**src/rtl/arith_pkg.sv**
```systemverilog
package arith_pkg;

  parameter int unsigned DEF_OPW = 16;

  // unsigned sum of two N-bit values
  function automatic int unsigned sum_w(input int unsigned n);
    return n + 1;
  endfunction

  // signed combination of sum and difference
  function automatic int unsigned comb_w(input int unsigned n);
    return n + 3;
  endfunction

  // signed product of the combined value and zero-extended d
  function automatic int unsigned prod_w(input int unsigned n);
    return comb_w(n) + n + 1;
  endfunction

endpackage

```
**src/rtl/arith_sum_diff.sv**
```systemverilog
module arith_sum_diff #(
  parameter int unsigned N = arith_pkg::DEF_OPW
) (
  input  logic                        clk,
  input  logic                        rst,
  input  logic                        in_vld,
  input  logic [N-1:0]                a,
  input  logic [N-1:0]                b,
  input  logic [N-1:0]                c,
  input  logic [N-1:0]                d,
  output logic                        out_vld,
  output logic [arith_pkg::sum_w(N)-1:0] sum_q,
  output logic signed [arith_pkg::sum_w(N)-1:0] diff_q,
  output logic [N-1:0]                d_q
);
  localparam int unsigned SW = arith_pkg::sum_w(N);

  function automatic logic [SW-1:0] add_u(input logic [N-1:0] x, input logic [N-1:0] y);
    return {1'b0, x} + {1'b0, y};
  endfunction

  function automatic logic signed [SW-1:0] sub_s(input logic [N-1:0] x, input logic [N-1:0] y);
    return $signed({1'b0, x}) - $signed({1'b0, y});
  endfunction

  logic [SW-1:0]        sum_d;
  logic signed [SW-1:0] diff_d;

  always_comb begin
    sum_d  = add_u(a, b);
    diff_d = sub_s(c, d);
  end

  always_ff @(posedge clk) begin
    if (rst) begin
      out_vld <= 1'b0;
      sum_q   <= '0;
      diff_q  <= '0;
      d_q     <= '0;
    end else begin
      out_vld <= in_vld;
      sum_q   <= sum_d;
      diff_q  <= diff_d;
      d_q     <= d;
    end
  end
endmodule

```
**src/rtl/arith_merge.sv**
```systemverilog
module arith_merge #(
  parameter int unsigned N = arith_pkg::DEF_OPW
) (
  input  logic                                   clk,
  input  logic                                   rst,
  input  logic                                   in_vld,
  input  logic [arith_pkg::sum_w(N)-1:0]         sum_i,
  input  logic signed [arith_pkg::sum_w(N)-1:0]  diff_i,
  input  logic [N-1:0]                           d_i,
  output logic                                   out_vld,
  output logic signed [arith_pkg::comb_w(N)-1:0] comb_q,
  output logic [N-1:0]                           d_q
);
  localparam int unsigned SW = arith_pkg::sum_w(N);
  localparam int unsigned YW = arith_pkg::comb_w(N);

  function automatic logic signed [YW-1:0] merge(input logic [SW-1:0] s,
                                                 input logic signed [SW-1:0] df);
    logic signed [YW-1:0] se;
    logic signed [YW-1:0] de;
    se = $signed(YW'(s));
    de = YW'(df);
    return se + de;
  endfunction

  logic signed [YW-1:0] comb_d;

  always_comb comb_d = merge(sum_i, diff_i);

  always_ff @(posedge clk) begin
    if (rst) begin
      out_vld <= 1'b0;
      comb_q  <= '0;
      d_q     <= '0;
    end else begin
      out_vld <= in_vld;
      comb_q  <= comb_d;
      d_q     <= d_i;
    end
  end
endmodule

```
**src/rtl/arith_scale.sv**
```systemverilog
module arith_scale #(
  parameter int unsigned N = arith_pkg::DEF_OPW
) (
  input  logic                                   clk,
  input  logic                                   rst,
  input  logic                                   in_vld,
  input  logic signed [arith_pkg::comb_w(N)-1:0] comb_i,
  input  logic [N-1:0]                           d_i,
  output logic                                   out_vld,
  output logic signed [arith_pkg::prod_w(N)-1:0] prod_q
);
  localparam int unsigned YW = arith_pkg::comb_w(N);
  localparam int unsigned ZW = arith_pkg::prod_w(N);

  function automatic logic signed [ZW-1:0] scale(input logic signed [YW-1:0] y,
                                                 input logic [N-1:0] m);
    logic signed [ZW-1:0] ye;
    logic signed [ZW-1:0] me;
    ye = ZW'(y);
    me = ZW'($signed({1'b0, m}));
    return ye * me;
  endfunction

  logic signed [ZW-1:0] prod_d;

  always_comb prod_d = scale(comb_i, d_i);

  always_ff @(posedge clk) begin
    if (rst) begin
      out_vld <= 1'b0;
      prod_q  <= '0;
    end else begin
      out_vld <= in_vld;
      prod_q  <= prod_d;
    end
  end
endmodule

```
**src/rtl/arith_pipe3.sv**
```systemverilog
module arith_pipe3 #(
  parameter int unsigned N = arith_pkg::DEF_OPW
) (
  input  logic                                clk,
  input  logic                                rst,
  input  logic                                op_vld,
  input  logic [N-1:0]                        op_a,
  input  logic [N-1:0]                        op_b,
  input  logic [N-1:0]                        op_c,
  input  logic [N-1:0]                        op_d,
  output logic                                res_vld,
  output logic [arith_pkg::prod_w(N)-1:0]     res
);
  localparam int unsigned SW = arith_pkg::sum_w(N);
  localparam int unsigned YW = arith_pkg::comb_w(N);
  localparam int unsigned ZW = arith_pkg::prod_w(N);

  // named stage boundaries, also observed by the checker
  logic                 st1_vld;
  logic [SW-1:0]        st1_sum;
  logic signed [SW-1:0] st1_diff;
  logic [N-1:0]         st1_d;
  logic                 st2_vld;
  logic signed [YW-1:0] st2_comb;
  logic [N-1:0]         st2_d;
  logic signed [ZW-1:0] st3_prod;

  arith_sum_diff #(.N(N)) u_s1 (
    .clk(clk), .rst(rst), .in_vld(op_vld),
    .a(op_a), .b(op_b), .c(op_c), .d(op_d),
    .out_vld(st1_vld), .sum_q(st1_sum), .diff_q(st1_diff), .d_q(st1_d)
  );

  arith_merge #(.N(N)) u_s2 (
    .clk(clk), .rst(rst), .in_vld(st1_vld),
    .sum_i(st1_sum), .diff_i(st1_diff), .d_i(st1_d),
    .out_vld(st2_vld), .comb_q(st2_comb), .d_q(st2_d)
  );

  arith_scale #(.N(N)) u_s3 (
    .clk(clk), .rst(rst), .in_vld(st2_vld),
    .comb_i(st2_comb), .d_i(st2_d),
    .out_vld(res_vld), .prod_q(st3_prod)
  );

  assign res = st3_prod;
endmodule

```
**config.mk**
```make
export PLATFORM = sky130hd
export DESIGN_NAME = arith_pipe3
export DESIGN_NICKNAME = d
export VERILOG_FILES = /design/src/rtl/arith_pkg.sv /design/src/rtl/arith_sum_diff.sv /design/src/rtl/arith_merge.sv /design/src/rtl/arith_scale.sv /design/src/rtl/arith_pipe3.sv
export SDC_FILE = /design/constraint.sdc
export NUM_CORES = 1
export LEC_CHECK = 0
export ABC_AREA = 1
export CAP_MARGIN = 20
export CELL_PAD_IN_SITES_DETAIL_PLACEMENT = 2
export CELL_PAD_IN_SITES_GLOBAL_PLACEMENT = 2
export CORE_ASPECT_RATIO = 1.1
export CORE_MARGIN = 3
export CORE_UTILIZATION = 39
export CTS_CLUSTER_SIZE = 12
export DETAILED_ROUTE_END_ITERATION = 10
export PLACE_DENSITY = 0.85
export SLEW_MARGIN = 10
export SYNTH_ARGS = -nofsm -noshare
export SYNTH_HDL_FRONTEND = slang
export SYNTH_SLANG_ARGS = --single-unit
```
**constraint.sdc**
```tcl
create_clock -name clk -period 9.1 [get_ports clk]
set_input_delay 1.82 -clock clk [delete_from_list [all_inputs] [get_ports clk]]
set_output_delay 1.82 -clock clk [all_outputs]
set_load 0.01 [all_outputs]
```
Word level (Yosys, flattened, before mapping)

Cells that the tools add are included.

Register bits after elaboration: 124
Output and inout bits: 37
Logic and storage cells: 13

Add/sub/neg operators: 3
Multipliers: 1

Operators by type and width:

| kind                         | number |
|---|---|
| multiplier 19 x 17 -> 36 bit | 1 |
| adder 18 x 17 -> 19 bit      | 1 |
| adder 16 x 16 -> 17 bit      | 1 |
| subtractor 16 x 16 -> 17 bit | 1 |

Logic depth before layout (Yosys ltp)

Gate-level depths: netlist (run 1).

Depth after elaboration: 1
Depth in mapped cells: 28

Cells and area by module

From an unflattened synthesis (run 1), not the netlist that was laid out.

Cell total of the unflattened synthesis: 2650
Area total of the unflattened synthesis: 18801.8 µm²

Modules (own cells, without submodules):

| module         | area each (µm²) | cells an instance | sequential area each (µm²) | times used |
|---|---|---|---|---|
| arith_scale    | 13558.0         | 1846              | 740.7                      | 1 |
| arith_sum_diff | 3255.6          | 510               | 1021.0                     | 1 |
| arith_merge    | 1988.2          | 294               | 720.7                      | 1 |

Least setup slack after synthesis (run 1)

Ideal clock, no wire load.

Path kind: register to register
Start point: register u_s2.d_q[3]
End point: register u_s3.prod_q[35] (netlist name)
Setup slack: 3.552 ns
Stages on the path, launching flop included: 23
Path buffers: 2
Required time: 8.987 ns
Arrival time: 5.436 ns
Path through: dfxtp_1 clkbuf_1 clkbuf_1 nand2_1 fa_1 fa_1 inv_1 fa_1 fa_1 fa_1 inv_1 fa_1 inv_1 ha_1 nand2_1 nor2_2 and3_2 and2_1 nand2_1 nand2_1 nand2_1 nand2_1 nor2_1

Longest elaborated chain between the ends: 1

RTL lines:

| item                         | line              | text |
|---|---|---|
| start: declaration           | arith_merge.sv:12 | `output logic [N-1:0] d_q` |
| start signal: assignment     | arith_merge.sv:38 | `d_q <= d_i;` |
| multiplier 19 x 17 -> 36 bit | arith_scale.sv:21 | `return ye * me;` |
| end signal: assignment       | arith_scale.sv:34 | `prod_q <= prod_d;` |
| end: declaration             | arith_scale.sv:10 | `output logic signed [arith_pkg::prod_w(N)-1:0] prod_q` |

No other way between the ends.
A chain may end at the register's enable or synchronous reset.

Worst setup path in the final report (run 1)

Start point: register u_s2.d_q[2]
End point: register u_s3.prod_q[35] (netlist name)

The elaborated chain is that of the path after synthesis.

==> results.json, run 1 <==
{
  "outcome": "finished, final reports clean",
  "cp.arrival_ps": 7100,
  "synth_area_mm2": 0.0184,
  "cp_common_cell": "nand2_1",
  "yosysMostFrequentCell": "inv_1",
  "p_int_w": 0.00153,
  "grt_overflow_total": 0,
  "ir_drop_v": 0.000152,
  "port_buffers": 103,
  "reg2reg_to": "u_s3.prod_q[35]$_SDFF_PP0_",
  "yosysWarnings": 0,
  "sequentialPowerShare_pct": 26.6,
  "setup_viol": 0,
  "die_h_um": 234,
  "cp_max_fo": 19,
  "initial_utilization_pct": 39.9,
  "cts_made_buffers": 17,
  "grt_pass1_wl_mm": 121,
  "place_ws_ps": 2600,
  "num-nets-final": 3066,
  "via_per_inst": 5.32,
  "netlist_top_cells_count": "inv_1 (674), nand2_1 (629), fa_1 (310)",
  "avgSynthCellArea_um2": 7.35,
  "first_pass_iters": 7,
  "async_flop_share_pct": 0,
  "tritoncts": "yes",
  "postCtsSetupBuffers": 0,
  "globalplace.congestion": 0.871,
  "power_frac_comb_pct": 49.7,
  "relSlewSlack_pct": 28.3,
  "rsz0062_at_grt": "no",
  "cts_resized": 0,
  "hpwl_mm": 59.9,
  "ys_seq_area_share_pct": 13.5,
  "fp.dieW_um": 213,
  "drt_wl_total_mm": 78.4,
  "p_clk_share_pct": 23.6,
  "endpoint_kind": "register",
  "cts.path.max_buffers": 2,
  "grt_max_degree": 65,
  "worstPathRequired_ps": 9450,
  "drtIter0Drc": 785,
  "drive_above_1_share_pct": 3.71,
  "synth_ff_type": "dfxtp_1",
  "holdPathEnd": "u_s2.out_vld$_SDFF_PP0_",
  "numClockSinks": 124,
  "multi_input_area_mm2": 0.0130,
  "holdPathStages": 2,
  "cpPeakStageDelay_ps": 910,
  "critPathSlowestCell": "dfxtp_1",
  "worstPathCellList": "nand2_1 > fa_1 > fa_1 > inv_1 > fa_1 > fa_1 > fa_1 > inv_1 > fa_1 > inv_1 > ha_1 > nand2_1 > inv_1 > nand2_1 > nor3_1 > and2_1 > nand2_1 > nand2_1 > nand2_1 > nand2_1 > nor2_1",
  "antenna_found_initial": 0,
  "fmax_mhz": 148,
  "clk_latency_ps": 460,
  "drc": 0,
  "grt_use_total_pct": 32.5,
  "ff_latch_area_mm2": 0.00248,
  "fillers": 5382,
  "period_share_pct": 74.1,
  "synth-seq-cells": 124,
  "htree_levels": 4,
  "maxCapViolations": 0,
  "num_rows": 82,
  "finalSetupTns_ps": 0,
  "setup_slack_ps": 2350,
  "reg2regPathDepth": 21,
  "num_io_pins": 104,
  "slew_viol_final": 0,
  "hold_violations": 0,
  "antenna_cells": 0,
  "wl_per_cell_um": 24.9,
  "clk_pin_slew_worst_paths_ps": 70,
  "yosysTopAreaCell": "fa_1",
  "power_per_cell_area_mw_per_mm2": 141,
  "synth.area.top_cells": "fa_1 (34%), inv_1 (14%), dfxtp_1 (14%), nand2_1 (13%), ha_1 (9.6%)",
  "synth_edf_count": 0,
  "fin_util_pct": 44.4,
  "min-delay-start": "u_s1.out_vld$_SDFF_PP0_",
  "route.antenna.remaining_nets": 0,
  "period_needed_ps": 6750,
  "grt_pass1_vias": 20300,
  "fin_skew_ps": 16.9,
  "holdCritPathClass": "register to register",
  "num_vias": 16800,
  "crit_type": "register to register",
  "leakagePower_nw": 11.7,
  "synth_cell_types": 40,
  "crit_buf_inv": 4,
  "syn2layout_area_growth_pct": 11.4,
  "swShare_pct": 47.2,
  "ctsHoldBuffers": 0,
  "core_mm2": 0.0461,
  "syn_inst": 2500,
  "synth_top_area_share_pct": 33.8,
  "regToRegSetupSlack_ps": 2350,
  "synth_fp_nets": 3018,
  "r2r-start": "u_s2.d_q[2]$_SDFF_PP0_",
  "p_switching_w": 0.00137,
  "clockRootBuffer": "clkbuf_16",
  "design.die.area_mm2": 0.0498,
  "worst_pin_slew_ps": 1070,
  "crit_family": "adder cells",
  "cp-start-kind": "register"
}
[layer usage]
layer / vias to the layer above / global-route usage (%) / part of all wire (%)
met2: 502 / 60.0 / 52
met3: 247 / 5.27 / 4.5
met5: - / 0 / 0
li1: 7329 / - / -
met1: 8678 / 36.6 / 38
met4: 0 / 14.7 / 4.8
[flip-flops by register name (all words and copies together), names as in the netlist]
register / count
u_s2.out_vld: 1
u_s1.diff_q: 17
u_s1.d_q: 16
u_s2.d_q: 16
u_s3.prod_q: 36
u_s1.out_vld: 1
u_s2.comb_q: 19
u_s3.out_vld: 1
u_s1.sum_q: 17
[worst reg2reg max path, delay by kind of cell (launching register included)]
family | cells | cell delay [ps]
adders and majority gates | 7 | 3890
buffers and inverters | 4 | 620
DFF | 1 | 910
and+or+nand+nor | 10 | 1220
[through the flow]
step	hold WS (ps)	total power, W	std cells	instance area [µm²]
3_3_place_gp	391	0.00202	3117	19900
3_5_place_dp	401	0.00213	3117	19900
6_report	414	0.00289	3149	20500
2_1_floorplan	388	0.00151	2500	18400
5_1_grt	432	0.00306	3149	20500
4_1_cts	417	0.00289	3149	20500
[power by group through the flow]
| stage | Clock, W | Combinational [W] | Sequential [W] |
|---|---|---|---|
| global route | 0.000718 | 0.00157 | 0.000775 |
| finish | 0.000684 | 0.00144 | 0.000770 |
| detailed placement | 0 | 0.00136 | 0.000772 |
| global placement | 0 | 0.00125 | 0.000768 |
| CTS | 0.000695 | 0.00143 | 0.000766 |
| floorplan | 0 | 0.000832 | 0.000676 |
[area by class of cell]
class | instances | share of cell area [%]
clock buffers | 18 | 2.15
flip-flops and latches | 124 | 12.1
inverters | 682 | 12.5
well taps | 588 | 3.59
repair buffers | 112 | 5.34
clock inverters | 14 | 0.660
multi-input cells | 1611 | 63.6
[logic make-up (layout without fill, tap and decap cells)]
kind of cell | count (synthesis) | after routing | synth area share (%)
buf+inv | 765 | 826 | 15.6
fa+ha+maj | 451 | 451 | 43.4
simple gates | 945 | 945 | 21.0
xor+xnor | 3 | 3 | 0.143
flops | 124 | 124 | 13.5
compound gates | 212 | 212 | 6.34
[how the worst max path moves through the flow]
| stage | from | end | slack (ps) | depth (start not counted) |
|---|---|---|---|---|
| 2_1_floorplan | u_s2.d_q[3]$_SDFF_PP0_ | u_s3.prod_q[35]$_SDFF_PP0_ | 3550 | 22 |
| 3_3_place_gp | u_s2.d_q[2]$_SDFF_PP0_ | u_s3.prod_q[35]$_SDFF_PP0_ | 2880 | 19 |
| 3_5_place_dp | u_s2.d_q[2]$_SDFF_PP0_ | u_s3.prod_q[35]$_SDFF_PP0_ | 2600 | 21 |
| 4_1_cts | u_s2.d_q[2]$_SDFF_PP0_ | u_s3.prod_q[35]$_SDFF_PP0_ | 2370 | 21 |
| 5_1_grt | u_s2.d_q[2]$_SDFF_PP0_ | u_s3.prod_q[35]$_SDFF_PP0_ | 1980 | 21 |
| 6_report | u_s2.d_q[2]$_SDFF_PP0_ | u_s3.prod_q[35]$_SDFF_PP0_ | 2350 | 21 |
[cell usage in the layout (no fill, tap or decap), drive strengths merged, types with 55 or more instances in the layout]
cell type and n:
dfxtp 124, o21ai 55, nor2 191, ha 141
nand2 652, clkdlybuf4s50 102, a21oi 119, fa 310
inv 686, nand3 76
Note: power is estimated with default switching activity, not from simulation.
==> run 2: changes to the inputs <==
--- a/config.mk
+++ b/config.mk
@@ -11,10 +11,10 @@
 export CELL_PAD_IN_SITES_GLOBAL_PLACEMENT = 2
 export CORE_ASPECT_RATIO = 1.1
 export CORE_MARGIN = 3
-export CORE_UTILIZATION = 39
+export CORE_UTILIZATION = 37
 export CTS_CLUSTER_SIZE = 12
 export DETAILED_ROUTE_END_ITERATION = 10
-export PLACE_DENSITY = 0.85
+export PLACE_DENSITY = 0.81
 export SLEW_MARGIN = 10
 export SYNTH_ARGS = -nofsm -noshare
 export SYNTH_HDL_FRONTEND = slang
==> constraint.sdc (replaced) <==
create_clock -name clk -period 7 [get_ports clk]
set_input_delay 1.4 -clock clk [delete_from_list [all_inputs] [get_ports clk]]
set_output_delay 1.4 -clock clk [all_outputs]
set_load 0.01 [all_outputs]
==> run 2 against run 1 <==
Compared with the run above: utilization shrank 2.2 points; sequential power grew 27%; non-clock buffer count grew 21; sequential share of layout area shrank 0.14 points; count of clock-buffer cells in the layout shrank 1; worst setup slack lost 2000 ps; clock skew shrank 3.7 ps.
==> results.json, run 2 (synthesized netlist as in run 1, its figures left out) <==
{
  "design.die.area_mm2": 0.0524,
  "hpwl_mm": 60.6,
  "first_pass_iters": 5,
  "maxCapViolations": 0,
  "fmax_mhz": 150,
  "final_cell_mix": "inv_1 (674), nand2_1 (629), fa_1 (310)",
  "clk_pin_slew_worst_paths_ps": 70,
  "initial_utilization_pct": 37.5,
  "cts_made_buffers": 17,
  "antenna_found_initial": 0,
  "period_needed_ps": 6670,
  "antenna_cells": 0,
  "grt_pass1_wl_mm": 115,
  "endpoint_kind": "register",
  "worstPathRequired_ps": 7350,
  "core_mm2": 0.0490,
  "largest_register_ffs": 36,
  "leakagePower_nw": 11.8,
  "slew_viol_final": 0,
  "htree_levels": 4,
  "num-nets-final": 3087,
  "holdCritPathClass": "register to register",
  "clk_latency_ps": 450,
  "ir_drop_v": 0.000182,
  "grt_pass1_vias": 19500,
  "relSlewSlack_pct": 28.6,
  "outcome": "finished, final reports clean",
  "place_ws_ps": 341,
  "route.antenna.remaining_nets": 0,
  "wl_per_cell_um": 22.6,
  "die_h_um": 240,
  "globalplace.congestion": 0.879,
  "grt_use_total_pct": 28.9,
  "total_power_w": 0.00369,
  "crit_type": "register to register",
  "numClockSinks": 124,
  "cp.arrival_ps": 7020,
  "cts.path.max_buffers": 2,
  "power_per_cell_area_mw_per_mm2": 178,
  "finalSetupTns_ps": 0,
  "drt_wl_total_mm": 73.2,
  "dp.cells": 3202,
  "num_io_pins": 104,
  "grt_max_degree": 65,
  "cp_common_cell": "nand2_1",
  "cp_max_fo": 16,
  "grt_overflow_total": 0,
  "drtIter0Drc": 730,
  "via_per_inst": 5.04,
  "hold_violations": 0,
  "largest-register": "u_s3.prod_q",
  "clockRootBuffer": "clkbuf_16",
  "cts_resized": 0,
  "ctsHoldBuffers": 0,
  "cpPeakStageDelay_ps": 840,
  "period_share_pct": 95.3,
  "fin_skew_ps": 13.2,
  "tritoncts": "yes",
  "num_vias": 16300,
  "rsz0062_at_grt": "no",
  "worstPathCellList": "nand2_1 > fa_1 > fa_1 > inv_1 > fa_1 > fa_1 > fa_1 > inv_1 > fa_1 > inv_1 > ha_1 > nand2_1 > inv_1 > nand2_1 > nor3_1 > and2_1 > nand2_1 > nand2_1 > nand2_1 > nand2_1 > nor2_1",
  "drive_above_1_share_pct": 4.46,
  "setup_slack_ps": 327,
  "fp.dieW_um": 219,
  "setup_viol": 0,
  "worst_pin_slew_ps": 1070,
  "critPathSlowestCell": "fa_1",
  "postCtsSetupBuffers": 0,
  "drc": 0,
  "syn2layout_area_growth_pct": 12.7,
  "port_buffers": 103,
  "final_common_cell": "inv_1",
  "num_rows": 85,
  "cp-start-kind": "register",
  "reg_top3": "u_s3.prod_q (36), u_s2.comb_q (19)",
  "fin_cells": 3233
}
==> run 2: power breakdown <==
part | switching [W] | internal (W) | total, W
combinational | 0.00115 | 0.000669 | 0.00182
clock | 0.000372 | 0.000521 | 0.000892
sequential | 0.000168 | 0.000812 | 0.000980
total | 0.00169 | 0.00200 | 0.00369
==> run 2: metrics by stage <==
stage / hold WS [ps] / cell area (µm²) / util (%)
2_1_floorplan: 388 / 18400 / -
3_3_place_gp: 390 / 20100 / 41.1
3_5_place_dp: 405 / 20100 / 41.1
4_1_cts: 405 / 20700 / 42.2
5_1_grt: 434 / 20700 / 42.2
6_report: 412 / 20700 / 42.2
==> run 2: worst max-delay path, delay by kind of cell, from the launching register on <==
| kind | cells | cell delay (ps) |
|---|---|---|
| adders and majority gates | 7 | 3840 |
| and+or+nand+nor | 10 | 1320 |
| buffers and inverters | 4 | 570 |
| DFF | 1 | 820 |
==> run 2: metal layers <==
metal / vias to the layer above / GRT usage [%] / part of all wire (%) / routed length (µm)
met5: - / 0 / 0 / 0
met4: 0 / 10.6 / 3.6 / 2640
met3: 145 / 2.88 / 3.0 / 2170
met2: 317 / 52.7 / 52 / 37800
met1: 8454 / 35.3 / 42 / 30600
li1: 7372 / - / - / -
==> run 2: area by class of cell <==
| type | instances | area, µm² |
|---|---|---|
| fill | 5731 | 28300 |
| multi-input combinational | 1611 | 13000 |
| inverter | 682 | 2560 |
| sequential | 124 | 2480 |
| timing repair buffer | 133 | 1250 |
| tap | 652 | 816 |
| clock buffer | 17 | 425 |
| clock inverter | 14 | 150 |
==> run 2: worst paths after layout <==
path	slack (ps)	start	cells past startpoint	to
worst max-delay path	330	u_s2.comb_q[18]$_SDFF_PP0_	21	u_s3.prod_q[35]$_SDFF_PP0_
worst min-delay path	410	u_s1.d_q[12]$_SDFF_PP0_	2	u_s2.d_q[12]$_SDFF_PP0_
worst max register to register	330	u_s2.comb_q[18]$_SDFF_PP0_	21	u_s3.prod_q[35]$_SDFF_PP0_
worst min register to register	410	u_s1.d_q[12]$_SDFF_PP0_	2	u_s2.d_q[12]$_SDFF_PP0_
